==> config.mk <==
export PLATFORM = sky130hd
export DESIGN_NAME = sobel_edge_classifier
export DESIGN_NICKNAME = d
export VERILOG_FILES = /design/src/rtl/sobel_pkg.sv /design/src/rtl/sobel_deriv.sv /design/src/rtl/sobel_mag.sv /design/src/rtl/sobel_select.sv /design/src/rtl/sobel_decide.sv /design/src/rtl/sobel_edge_classifier.sv
export SDC_FILE = /design/constraint.sdc
export NUM_CORES = 1
export LEC_CHECK = 0
export BUFFER_PORTS_ARGS = -buffer_cell sky130_fd_sc_hd__buf_2
export CAP_MARGIN = 5
export CORE_MARGIN = 1
export CORE_UTILIZATION = 25
export DETAILED_ROUTE_END_ITERATION = 10
export PLACE_DENSITY = 0.5
export SLEW_MARGIN = 40
export SYNTH_ARGS = -nofsm -noshare
export SYNTH_HDL_FRONTEND = slang
export SYNTH_SLANG_ARGS = --single-unit
==> constraint.sdc <==
create_clock -name clk -period 10.4 [get_ports clk]
set_input_delay 2.6 -clock clk [delete_from_list [all_inputs] [get_ports clk]]
set_output_delay 2.6 -clock clk [all_outputs]
set_load 0.1 [all_outputs]
==> src/rtl/sobel_pkg.sv <==
package sobel_pkg;

  localparam int N_AXES = 4;

  typedef enum logic [2:0] {
    DIR_N  = 3'd0,
    DIR_NE = 3'd1,
    DIR_E  = 3'd2,
    DIR_SE = 3'd3,
    DIR_S  = 3'd4,
    DIR_SW = 3'd5,
    DIR_W  = 3'd6,
    DIR_NW = 3'd7
  } dir_e;

  // Axis index: 0 vertical, 1 horizontal, 2 rising diagonal, 3 falling diagonal.
  // Perpendicular partner is index ^ 1; the opposite compass end is code ^ 3'b100.
  function automatic dir_e axis_dir(input logic [1:0] axis, input logic neg);
    logic [2:0] base;
    case (axis)
      2'd0:    base = DIR_N;
      2'd1:    base = DIR_E;
      2'd2:    base = DIR_NE;
      default: base = DIR_NW;
    endcase
    return dir_e'(base ^ {neg, 2'b00});
  endfunction

endpackage

==> src/rtl/sobel_deriv.sv <==
module sobel_deriv #(
  parameter int PIX_W = 10,
  parameter int TH_W  = 7,
  parameter int D_W   = PIX_W + 3
) (
  input  logic                                   clk,
  input  logic                                   rst_n,
  input  logic                                   in_valid,
  input  logic [9*PIX_W-1:0]                     in_pix,
  input  logic [TH_W-1:0]                        in_thresh,
  output logic                                   out_valid,
  output logic [sobel_pkg::N_AXES-1:0][D_W-1:0]  out_der,
  output logic [TH_W-1:0]                        out_thresh
);
  import sobel_pkg::*;

  logic [8:0][PIX_W-1:0]       px;
  logic [N_AXES-1:0][D_W-1:0]  der_nxt;

  assign px = in_pix;

  function automatic logic [D_W-1:0] side(input logic [PIX_W-1:0] a, b, c);
    return D_W'(a) + (D_W'(b) << 1) + D_W'(c);
  endfunction

  always_comb begin
    der_nxt[0] = side(px[0], px[1], px[2]) - side(px[6], px[7], px[8]);
    der_nxt[1] = side(px[2], px[5], px[8]) - side(px[0], px[3], px[6]);
    der_nxt[2] = side(px[1], px[2], px[5]) - side(px[3], px[6], px[7]);
    der_nxt[3] = side(px[3], px[0], px[1]) - side(px[7], px[8], px[5]);
  end

  always_ff @(posedge clk or negedge rst_n) begin
    if (!rst_n) begin
      out_valid  <= 1'b0;
      out_der    <= '0;
      out_thresh <= '0;
    end else begin
      out_valid <= in_valid;
      if (in_valid) begin
        out_der    <= der_nxt;
        out_thresh <= in_thresh;
      end
    end
  end

endmodule

==> src/rtl/sobel_mag.sv <==
module sobel_mag #(
  parameter int TH_W = 7,
  parameter int D_W  = 13,
  parameter int M_W  = D_W - 1
) (
  input  logic                                   clk,
  input  logic                                   rst_n,
  input  logic                                   in_valid,
  input  logic [sobel_pkg::N_AXES-1:0][D_W-1:0]  in_der,
  input  logic [TH_W-1:0]                        in_thresh,
  output logic                                   out_valid,
  output logic [sobel_pkg::N_AXES-1:0][M_W-1:0]  out_mag,
  output logic [sobel_pkg::N_AXES-1:0]           out_neg,
  output logic [TH_W-1:0]                        out_thresh
);
  import sobel_pkg::*;

  logic [N_AXES-1:0][M_W-1:0] mag_nxt;
  logic [N_AXES-1:0]          neg_nxt;

  for (genvar g = 0; g < N_AXES; g++) begin : g_axis
    logic [D_W-1:0] flipped;
    assign neg_nxt[g] = in_der[g][D_W-1];
    assign flipped    = D_W'(0) - in_der[g];
    assign mag_nxt[g] = neg_nxt[g] ? flipped[M_W-1:0] : in_der[g][M_W-1:0];
  end

  always_ff @(posedge clk or negedge rst_n) begin
    if (!rst_n) begin
      out_valid  <= 1'b0;
      out_mag    <= '0;
      out_neg    <= '0;
      out_thresh <= '0;
    end else begin
      out_valid <= in_valid;
      if (in_valid) begin
        out_mag    <= mag_nxt;
        out_neg    <= neg_nxt;
        out_thresh <= in_thresh;
      end
    end
  end

endmodule

==> src/rtl/sobel_select.sv <==
module sobel_select #(
  parameter int TH_W = 7,
  parameter int M_W  = 12
) (
  input  logic                                   clk,
  input  logic                                   rst_n,
  input  logic                                   in_valid,
  input  logic [sobel_pkg::N_AXES-1:0][M_W-1:0]  in_mag,
  input  logic [sobel_pkg::N_AXES-1:0]           in_neg,
  input  logic [TH_W-1:0]                        in_thresh,
  output logic                                   out_valid,
  output logic [M_W-1:0]                         out_max,
  output logic [M_W-1:0]                         out_perp,
  output sobel_pkg::dir_e                        out_dir,
  output logic [TH_W-1:0]                        out_thresh
);
  import sobel_pkg::*;

  logic [1:0]     best;
  logic [M_W-1:0] max_nxt;
  logic [M_W-1:0] perp_nxt;
  dir_e           dir_nxt;

  // Strict comparison keeps the earlier axis on a tie.
  always_comb begin
    best = 2'd0;
    for (int i = 1; i < N_AXES; i++) begin
      if (in_mag[i] > in_mag[best]) best = 2'(i);
    end
    max_nxt  = in_mag[best];
    perp_nxt = in_mag[best ^ 2'b01];
    dir_nxt  = axis_dir(best, in_neg[best]);
  end

  always_ff @(posedge clk or negedge rst_n) begin
    if (!rst_n) begin
      out_valid  <= 1'b0;
      out_max    <= '0;
      out_perp   <= '0;
      out_dir    <= DIR_N;
      out_thresh <= '0;
    end else begin
      out_valid <= in_valid;
      if (in_valid) begin
        out_max    <= max_nxt;
        out_perp   <= perp_nxt;
        out_dir    <= dir_nxt;
        out_thresh <= in_thresh;
      end
    end
  end

endmodule

==> src/rtl/sobel_decide.sv <==
module sobel_decide #(
  parameter int TH_W = 7,
  parameter int M_W  = 12
) (
  input  logic             clk,
  input  logic             rst_n,
  input  logic             in_valid,
  input  logic [M_W-1:0]   in_max,
  input  logic [M_W-1:0]   in_perp,
  input  sobel_pkg::dir_e  in_dir,
  input  logic [TH_W-1:0]  in_thresh,
  output logic             out_valid,
  output logic             out_edge,
  output sobel_pkg::dir_e  out_dir
);
  import sobel_pkg::*;

  localparam int S_W = M_W + 1;
  localparam int C_W = (S_W > TH_W) ? S_W : TH_W;

  logic [C_W-1:0] score;
  logic           hit;
  logic           edge_nxt;
  dir_e           dir_nxt;

  always_comb begin
    score    = C_W'(in_max) + C_W'(in_perp >> 3);
    hit      = score >= C_W'(in_thresh);
    edge_nxt = in_valid && hit;
    dir_nxt  = edge_nxt ? in_dir : DIR_N;
  end

  always_ff @(posedge clk or negedge rst_n) begin
    if (!rst_n) begin
      out_valid <= 1'b0;
      out_edge  <= 1'b0;
      out_dir   <= DIR_N;
    end else begin
      out_valid <= in_valid;
      out_edge  <= edge_nxt;
      out_dir   <= dir_nxt;
    end
  end

endmodule

==> src/rtl/sobel_edge_classifier.sv <==
module sobel_edge_classifier #(
  parameter int PIX_W = 10,
  parameter int TH_W  = 7
) (
  input  logic               clk,
  input  logic               rst_n,
  input  logic               win_valid,
  input  logic [9*PIX_W-1:0] win_pix,
  input  logic [TH_W-1:0]    win_thresh,
  output logic               res_valid,
  output logic               res_edge,
  output logic [2:0]         res_dir
);
  import sobel_pkg::*;

  localparam int D_W = PIX_W + 3;
  localparam int M_W = PIX_W + 2;

  logic [1:0] rst_pipe;
  logic       rst_sync_n;

  always_ff @(posedge clk or negedge rst_n) begin
    if (!rst_n) rst_pipe <= 2'b00;
    else        rst_pipe <= {rst_pipe[0], 1'b1};
  end
  assign rst_sync_n = rst_pipe[1];

  logic                        v1, v2, v3;
  logic [N_AXES-1:0][D_W-1:0]  der;
  logic [N_AXES-1:0][M_W-1:0]  mag;
  logic [N_AXES-1:0]           neg;
  logic [TH_W-1:0]             th1, th2, th3;
  logic [M_W-1:0]              emax, eperp;
  dir_e                        dmax, dout;

  sobel_deriv #(.PIX_W(PIX_W), .TH_W(TH_W), .D_W(D_W)) u_deriv (
    .clk(clk), .rst_n(rst_sync_n), .in_valid(win_valid), .in_pix(win_pix),
    .in_thresh(win_thresh), .out_valid(v1), .out_der(der), .out_thresh(th1)
  );

  sobel_mag #(.TH_W(TH_W), .D_W(D_W), .M_W(M_W)) u_mag (
    .clk(clk), .rst_n(rst_sync_n), .in_valid(v1), .in_der(der), .in_thresh(th1),
    .out_valid(v2), .out_mag(mag), .out_neg(neg), .out_thresh(th2)
  );

  sobel_select #(.TH_W(TH_W), .M_W(M_W)) u_select (
    .clk(clk), .rst_n(rst_sync_n), .in_valid(v2), .in_mag(mag), .in_neg(neg),
    .in_thresh(th2), .out_valid(v3), .out_max(emax), .out_perp(eperp),
    .out_dir(dmax), .out_thresh(th3)
  );

  sobel_decide #(.TH_W(TH_W), .M_W(M_W)) u_decide (
    .clk(clk), .rst_n(rst_sync_n), .in_valid(v3), .in_max(emax), .in_perp(eperp),
    .in_dir(dmax), .in_thresh(th3), .out_valid(res_valid), .out_edge(res_edge),
    .out_dir(dout)
  );

  assign res_dir = dout;

endmodule

==> results of run 1 <==
-- layout make-up --
cell class / count / area (um2)
tap: 837 / 1050
antenna: 1 / 2.50
clock buffer: 18 / 439
inverter: 180 / 676
clock inverter: 14 / 166
sequential: 159 / 3990
fill: 6519 / 44000
timing repair buffer: 101 / 531
multi-input combinational: 1241 / 10700
-- routing by layer --
| metal | up-vias | wire (um) | global-route usage, % |
|---|---|---|---|
| li1 | 5844 | - | - |
| met1 | 5708 | 20700 | 18.4 |
| met2 | 223 | 20300 | 23.3 |
| met3 | 43 | 1170 | 1.33 |
| met4 | 0 | 710 | 3.12 |
| met5 | - | 0 | 0 |
-- final timing paths --
check                                      start                    to  slack, ns  cells past startpoint
worst min-delay path                 rst_pipe[1]   u_decide.out_dir[1]       0.29                      0
worst max-delay path                 win_pix[21]   u_deriv.out_der[25]       3.08                     19
worst max register to register  u_mag.out_mag[5]  u_select.out_perp[9]       3.83                     24
worst min register to register       rst_pipe[1]   u_decide.out_dir[1]       0.29                      0
max in group asynchronous                  rst_n           rst_pipe[1]       8.35                      1
min in group clk                     rst_pipe[0]           rst_pipe[1]       0.36                      0
-- cell usage in the layout (no fill, tap or decap), types with 8 or more instances in the layout --
cell type  count
nand3_1       37
nor3_1        23
ha_1         193
nor2_1       110
nor2b_1       25
o21bai_1      14
a21o_1        35
or3_1          8
mux2_2        72
o21a_1        17
nand4_1       12
or4_1         10
a21oi_1      137
xnor2_1       78
mux2i_1       31
xor2_1        65
clkbuf_16     17
o31ai_1       19
o21ai_0       58
fa_1          89
dfrtp_1      156
nand2_1       71
buf_2         94
o221ai_1      21
inv_1        179
a211oi_1      10
nand2b_1      10
-- worst reg2reg max path: cells and delay by family, from the launching register on --
| kind | cells | cell delay [ns] |
|---|---|---|
| AO/OA/AOI/OAI | 8 | 1.57 |
| adder cells (fa/ha/maj) | 3 | 0.93 |
| buffers and inverters | 5 | 1.17 |
| flip-flops | 1 | 0.45 |
| multiplexers | 2 | 0.78 |
| AND/OR/NAND/NOR | 6 | 1.49 |
-- flip-flops by register name, indices dropped and copies added, names as in the netlist, 3 cells and up --
signal / flops
u_mag.out_mag: 48
u_select.out_perp: 9
u_mag.out_thresh: 7
u_deriv.out_der: 52
u_select.out_max: 12
u_select.out_thresh: 7
u_select.out_dir: 3
u_deriv.out_thresh: 7
u_decide.out_dir: 3
u_mag.out_neg: 4
-- power groups by stage --
stage | Clock, mW | Combinational, mW | Sequential [mW]
global route | 0.673 | 4.69 | 1.25
global placement | 0 | 4.14 | 1.21
floorplan | 0 | 3.21 | 1.13
detailed placement | 0 | 4.20 | 1.22
finish | 0.630 | 4.21 | 1.21
CTS | 0.649 | 4.23 | 1.21
-- kinds of logic (layout without fill, tap and decap cells) --
group / Yosys count / count (layout)
compound gates: 370 / 370
xor+xnor: 143 / 143
fa+ha+maj: 282 / 282
buf+inv: 219 / 313
flops: 159 / 159
mux: 105 / 105
other cells: 1 / 2
simple gates: 340 / 340
-- metrics by stage --
step	setup WS (ns)	power, mW	cells
finish	3.08	6.05	2551
global route	2.94	6.62	2550
CTS	3.17	6.09	2550
detailed placement	2.71	5.42	2518
global placement	2.74	5.35	2518
floorplan	3.76	4.35	1619
==> out/qor.txt, run 1 <==
largest net degree at the start of global routing - 101
Setup crit end kind - flop
Power Density - 345 nW/um2
Hold WC Path Type - reg2async
CP Class - in2reg
Ports - 105
# resized after CTS - 0
Worst Skew - 0.0142 ns
Compound-Gate Fraction of Synth Area - 15.7%
CP Launch Type - input port
switching part of the total - 48.6%
GR Util All Layers - 13.6%
CTS root buffer - clkbuf_16
Post-DP HPWL - 35.7 mm
final wirelength - 42.8 mm
1st-iter DRT viols - 763
Leakage - 8.03 nW
final instance area - 17600 um2
Final Max Slew Viols - 0
top cell type's share of synthesized area - 25.6%
CP required - 10.77 ns
cell count after synthesis - 1619
# rows - 91
period utilization - 70.4%
critical path cell sequence - buf_2 > ha_1 > fa_1 > a21o_1 > a21oi_1 > o21bai_1 > a21oi_1 > o21ai_0 > xnor2_1 > fa_1 > inv_1 > fa_1 > ha_1 > nand3_1 > a211oi_1 > a2111oi_0 > o21bai_1 > xnor2_1 > mux2_2
largest family of logic cells by synthesized area - adder cells
Worst Path Arrival - 7.69 ns
antenna violations before repair - 1
P&R area growth vs syn - 13.0%
Setup Buffers After CTS - 0
Final Core Density - 28.5%
die height - 251 um
clock share of power - 10.4%
Synth area leaders - dfrtp_1 26%, ha_1 16%, fa_1 11%
Post-DP Area - 16900 um2
# nets final - 2082
CTS tree - built
hold_buf cts - 0
Starting Density - 25.2%
status - finished, final reports clean
EDFF count, synth - 0
Routed Antenna Nets - 0
worst skew pair latency - 0.43 ns
warnings from Yosys - 0
area share of fa/ha/maj cells after synthesis - 27.0%
XOR/XNOR Fraction of Synth Area - 8.06%
layout cells sized above 1 - 13.7%
Worst Tran Pin Value - 0.854 ns
Max Fclk - 0.137 GHz
via density per instance - 4.63
CTS buffer count - 17
Clock Tree Buf Depth - 2
CP Buf/Inv Count - 2
Max Cap Viol - 0
Seq pwr share - 20.0%
wire per inst - 16.8 um
clock transition at the registers of the reported paths - 0.07 ns
final hold violations - 0
final worst path period need - 7.32 ns
#FFs+latches synth - 159
Comb pwr share - 69.6%
Setup-failing EPs final - 0
Avg Inst Size Synth - 9.59 um2
CTS sink cnt - 159
global-route wire length before repair - 66.9 mm
Syn Std Cell Area - 15500 um2
Slew headroom - 42.3%
Simple-Gate Fraction of Synth Area - 10.6%
IO buf count - 94
gp weighted congestion - 0.878
Net Sw Power - 2.94 mW
crit-path most repeated cell - fa_1
RSZ-0062 raised after global routing - false
Die ar. - 63100 um2
dominant synthesized flop cell - dfrtp_1
1st-pass router iterations - 5
Slowest-stage cell, CP - a2111oi_0
grt total ovfl - 0
Synth area leader - dfrtp_1
Final TNS setup - 0 ns
Largest delay share family, worst path - adder cells
Seq/Total Area, Yosys - 25.6%
syn nets - 2001
mux contribution to synthesized area - 7.41%
CP peak stage delay - 0.52 ns
Int Power - 3.11 mW
H-tree depth - 4
Yosys cell types - 67
most numerous cell in the Yosys netlist - ha_1
core box area - 61600 um2
worst-path fanout max - 5
via count - 11800
DRC - 0
vias in the first global route - 12100
Post-synth top cells - 193 x ha_1, 179 x inv_1, 159 x dfrtp_1
Fin Hold WS - 0.287 ns
worst vdd ir - 0.198 mV
die width - 251 um
asr flop ratio synth - 100%
(Power assumes the default switching activity.)
==> run 2, diff against run 1 <==
Settings changed: PLACE_DENSITY 0.5 to 0.51.
Clock period 10.4 ns to 5.9 ns, I/O delays scaled along.
==> run 2 against run 1 <==
Clock skew is essentially flat. Largest cell class unchanged. Power increased by 94%. Sequential share of layout area decreased by 1.5 points. Cell area up 6.9%. Non-clock buffer count rose by 141. Critical path depth increased by 2. Global-route usage rose by 0.63 points. Cell count grew 5.5%. Clock power is 81% higher.
==> out/qor.txt, run 2 (synthesis gave the netlist of run 1 again) <==
Power Density - 626 nW/um2
CTS buffer count - 17
# nets final - 2223
hold_buf cts - 0
CP Class - in2reg
final hold violations - 0
Int Power - 6.33 mW
Worst Path Arrival - 6.08 ns
Seq pwr share - 17.9%
R2R depth - 23
largest net degree at the start of global routing - 67
antenna violations before repair - 0
final instance area - 18800 um2
worst-path fanout max - 2
Largest delay share family, worst path - adder cells
final wirelength - 44.4 mm
pre-CTS setup slack - -0.615 ns
Diodes inserted - 0
Final Max Slew Viols - 0
CP required - 6.21 ns
status - finished, final reports clean
Crit. path cell count - 21
wire per inst - 16.5 um
die width - 251 um
IO buf count - 94
Comb pwr share - 72.4%
Starting Density - 25.2%
Clock Tree Buf Depth - 2
Setup crit end kind - flop
Setup-failing EPs final - 0
layout cells sized above 1 - 21.1%
Hold WC Path Type - reg2async
core box area - 61600 um2
CP Launch Type - input port
CP Buf/Inv Count - 4
CTS tree - built
commonest non-fill, non-tap cells in the layout - 193 x ha_1, 179 x inv_1, 156 x dfrtp_1
via count - 12300
most common cell after layout, fill and taps aside - ha_1
CP peak stage delay - 0.49 ns
Ports - 105
r2r setup slk - 0.40 ns
Slowest-stage cell, CP - fa_1
Slew headroom - 47.8%
CTS sink cnt - 159
clock transition at the registers of the reported paths - 0.07 ns
Critical Path Sink - u_deriv.out_der[25]
CTS root buffer - clkbuf_16
Max Cap Viol - 0
Post-DP HPWL - 37.7 mm
largest registers - u_deriv.out_der x52, u_mag.out_mag x48, u_select.out_max x12
via density per instance - 4.57
die height - 251 um
gp weighted congestion - 0.868
worst vdd ir - 0.363 mV
worst skew pair latency - 0.43 ns
Die ar. - 63100 um2
final worst path period need - 5.76 ns
Worst Tran Pin Value - 0.779 ns
switching part of the total - 46.1%
Leakage - 8.75 nW
global-route wire length before repair - 70.0 mm
RSZ-0062 raised after global routing - true
vias in the first global route - 12700
Largest register FFs - 52
Net Sw Power - 5.42 mW
crit-path most repeated cell - fa_1
critical path cell sequence - buf_2 > ha_1 > fa_1 > a21o_1 > a21oi_2 > buf_4 > o21bai_1 > a21oi_1 > o21ai_1 > xnor2_1 > fa_1 > inv_1 > fa_1 > ha_1 > nand3_1 > a211oi_2 > a2111oi_2 > o21bai_1 > xnor2_1 > buf_4 > mux2_2
grt total ovfl - 0
R2R Path Start - u_mag.out_mag[21]
P&R area growth vs syn - 20.8%
Routed Antenna Nets - 0
r2r endpoint - u_select.out_perp[11]
Worst Skew - 0.0141 ns
GR Util All Layers - 14.3%
H-tree depth - 4
Post-DP Area - 18000 um2
1st-iter DRT viols - 558
final worst slack - 0.138 ns
1st-pass router iterations - 5
period utilization - 97.7%
Setup crit start - win_pix[21]
Max Fclk - 0.174 GHz
Fin Hold WS - 0.279 ns
Fillers - 6428
# rows - 91
Top reg by flops - u_deriv.out_der
DRC - 0
clock share of power - 9.7%
run 2: changes by cell type in the layout (fill, tap and decap cells not counted), sizes merged:
cell	before	now
buf	101	242
diode	1	0
bufinv	0	2
inv	186	187
clkinv	7	4
run 2: per-layer routing:
metal / up-vias / part of all wire (%) / track usage [%]
li1: 6128 / - / -
met1: 5902 / 48 / 19.4
met2: 219 / 47 / 24.2
met3: 43 / 2.8 / 1.44
met4: 0 / 1.6 / 3.28
met5: - / 0 / 0
run 2: power groups by stage:
| stage | sequential, mW | combinational (mW) | clock (mW) |
|---|---|---|---|
| floorplan | 2.00 | 5.67 | 0 |
| global route | 2.18 | 9.46 | 1.22 |
| finish | 2.10 | 8.50 | 1.14 |
| global placement | 2.11 | 8.15 | 0 |
| detailed placement | 2.13 | 8.27 | 0 |
| CTS | 2.11 | 8.35 | 1.17 |
run 2: per-stage QoR:
| stage | setup TNS [ns] | util (%) | instances | power [mW] |
|---|---|---|---|---|
| 2_1_floorplan | 0 | - | 1619 | 7.66 |
| 3_3_place_gp | -3.40 | 29.2 | 2653 | 10.3 |
| 3_5_place_dp | -3.81 | 29.2 | 2654 | 10.4 |
| 4_1_cts | 0 | 30.2 | 2686 | 11.6 |
| 5_1_grt | -0.0590 | 30.5 | 2691 | 12.9 |
| 6_report | 0 | 30.5 | 2691 | 11.8 |
run 2: layout make-up:
class	count	area [um2]	area share, %
clock buffer	18	439	2.34
clock inverter	14	170	0.907
inverter	180	676	3.60
multi-input combinational	1241	10800	57.7
sequential	159	3990	21.3
tap	837	1050	5.58
timing repair buffer	242	1620	8.63
run 2: repair_timing:
| item | in CTS | in global routing |
|---|---|---|
| pin swaps | 0 | 2 |
| endpoints found under the setup margin | 1 | 30 |
| resized for setup | 3 | 22 |
| buffers inserted | 0 | 5 |
run 2: worst min path at each step:
stage	endpoint	slack, ns	cells after the start
after floorplan	rst_pipe[1]	0.33	0
after global placement	rst_pipe[1]	0.34	0
after detailed placement	u_deriv.out_thresh[6]	0.29	0
after CTS	u_deriv.out_thresh[6]	0.31	0
after global routing	u_deriv.out_thresh[6]	0.33	0
final	u_deriv.out_thresh[6]	0.28	0
==> run 3, diff against run 2 <==
Settings changed: PLACE_DENSITY 0.51 to 0.45.
==> run 3 against run 2 <==
Via count is 1.3% lower. Hold slack got worse by 0.0090 ns. Global-route usage is 0.54 points higher. Sequential power hardly changed. Clock power shrank 5%. Sequential share of layout area up 0.31 points. Critical endpoint is now u_deriv.out_der[23].
==> out/qor.txt, run 3 (synthesis gave the netlist of run 1 again) <==
Max Cap Viol - 0
FF/Latch Area - 3990 um2
Seq pwr share - 18.4%
vias in the first global route - 12700
footprint of the multi-input gates - 10800 um2
CP required - 6.22 ns
worst skew pair latency - 0.43 ns
Int Power - 6.14 mW
worst-path fanout max - 2
Final Max Slew Viols - 0
H-tree depth - 4
P&R area growth vs syn - 19.1%
most common cell after layout, fill and taps aside - ha_1
die width - 251 um
wire per inst - 17.1 um
# nets final - 2197
die height - 251 um
Hold WC Path Type - reg2async
status - finished, final reports clean
Comb pwr share - 72.2%
gp weighted congestion - 0.877
Setup crit end kind - flop
CP Class - in2reg
via count - 12100
largest net degree at the start of global routing - 65
CTS tree - built
Worst Skew - 0.0137 ns
layout cells sized above 1 - 19.6%
worst vdd ir - 0.456 mV
clock share of power - 9.3%
# rows - 91
Worst Path Arrival - 6.06 ns
Max Fclk - 0.174 GHz
Top reg by flops - u_deriv.out_der
via density per instance - 4.55
Power Density - 624 nW/um2
Net Sw Power - 5.40 mW
core box area - 61600 um2
Starting Density - 25.2%
global-route wire length before repair - 72.1 mm
final worst path period need - 5.74 ns
1st-pass router iterations - 5
Final Core Density - 30.0%
commonest non-fill, non-tap cells in the layout - 193 x ha_1, 179 x inv_1, 156 x dfrtp_1
Worst Tran Pin Value - 0.778 ns
Final TNS setup - 0 ns
R2R depth - 24
Clock Tree Buf Depth - 2
Ports - 105
CTS sink cnt - 159
Layout Cells excl Fill - 2664
grt total ovfl - 0
Fillers - 6467
largest registers - u_deriv.out_der x52, u_mag.out_mag x48, u_select.out_max x12
DP Cell Count - 2628
Setup-failing EPs final - 0
Diodes inserted - 0
final wirelength - 45.6 mm
GR Util All Layers - 14.8%
DRC - 0
1st-iter DRT viols - 653
Die ar. - 63100 um2
antenna violations before repair - 2
switching part of the total - 46.8%
Post-DP HPWL - 38.4 mm
Routed Antenna Nets - 0
Largest register FFs - 52
Slew headroom - 48.1%
Fin Hold WS - 0.270 ns
CTS buffer count - 17
CP Launch Type - input port
Leakage - 8.60 nW
RSZ-0062 raised after global routing - true
CTS root buffer - clkbuf_16
IO buf count - 94
clock transition at the registers of the reported paths - 0.08 ns
period utilization - 97.3%
final hold violations - 0
[run 3: cell count changes in the layout (fill, tap and decap cells not counted), sizes merged]
cell / change
inv: +4
clkbuf: -1
buf: -26
clkinvlp: +1
clkinv: -3
bufinv: -2
[run 3: final cells by class]
class                           instances  area share (%)
Clock inverter                         14           0.758
Multi-Input combinational cell       1241            58.2
Timing Repair Buffer                  216            7.84
Inverter                              180            3.65
Tap cell                              837            5.66
Sequential cell                       159            21.6
Clock buffer                           17            2.30
[run 3: critical path, stage by stage]
cell,delay (ns)
buf_2,0.11
ha_1,0.23
fa_1,0.41
a21o_1,0.21
a21oi_2,0.21
buf_4,0.15
o21bai_1,0.06
a21oi_1,0.17
buf_4,0.14
o21ai_0,0.16
xnor2_1,0.19
fa_1,0.49
inv_1,0.05
fa_1,0.46
ha_1,0.33
nand3_1,0.16
a211oi_4,0.07
a211oi_1,0.39
xnor2_2,0.18
buf_4,0.17
mux2_2,0.26
[run 3: power groups by stage]
stage	clock, mW	combinational [mW]	sequential [mW]
finish	1.08	8.34	2.13
detailed placement	0	8.15	2.15
global placement	0	8.06	2.13
global route	1.16	9.32	2.20
floorplan	0	5.67	2.00
CTS	1.11	8.24	2.13
[run 3: worst paths after layout]
| path | from | endpoint | slack (ns) |
|---|---|---|---|
| max | win_pix[21] | u_deriv.out_der[23] | 0.16 |
| min | rst_pipe[1] | u_select.out_max[9] | 0.27 |
| min reg2reg | rst_pipe[1] | u_select.out_max[9] | 0.27 |
| max reg2reg | u_mag.out_mag[11] | u_select.out_perp[3] | 0.40 |
| min in group clk | rst_pipe[0] | rst_pipe[1] | 0.36 |
| max in group asynchronous | rst_pipe[1] | u_deriv.out_valid | 4.54 |
[run 3: repair_timing]
action / 4_1_cts / 5_1_grt
hold buffers: 0 / 0
pin swaps: 0 / 4
setup endpoints to repair: 2 / 30
gates cloned: 0 / 0
gates resized for setup: 4 / 11
setup buffers: 0 / 5
[run 3: through the flow]
stage | power, mW | worst slack, ns | area (um2)
5_1_grt | 12.7 | -0.0189 | 18500
6_report | 11.5 | 0.160 | 18500
2_1_floorplan | 7.66 | 0.383 | 15500
3_3_place_gp | 10.2 | -0.579 | 17800
3_5_place_dp | 10.3 | -0.710 | 17800
4_1_cts | 11.5 | 0.0269 | 18400
[run 3: per-layer routing]
metal / global-route usage (%) / wire, um
met4: 3.15 / 691
met3: 1.28 / 933
met1: 19.8 / 21900
met5: 0 / 0
met2: 25.8 / 22100
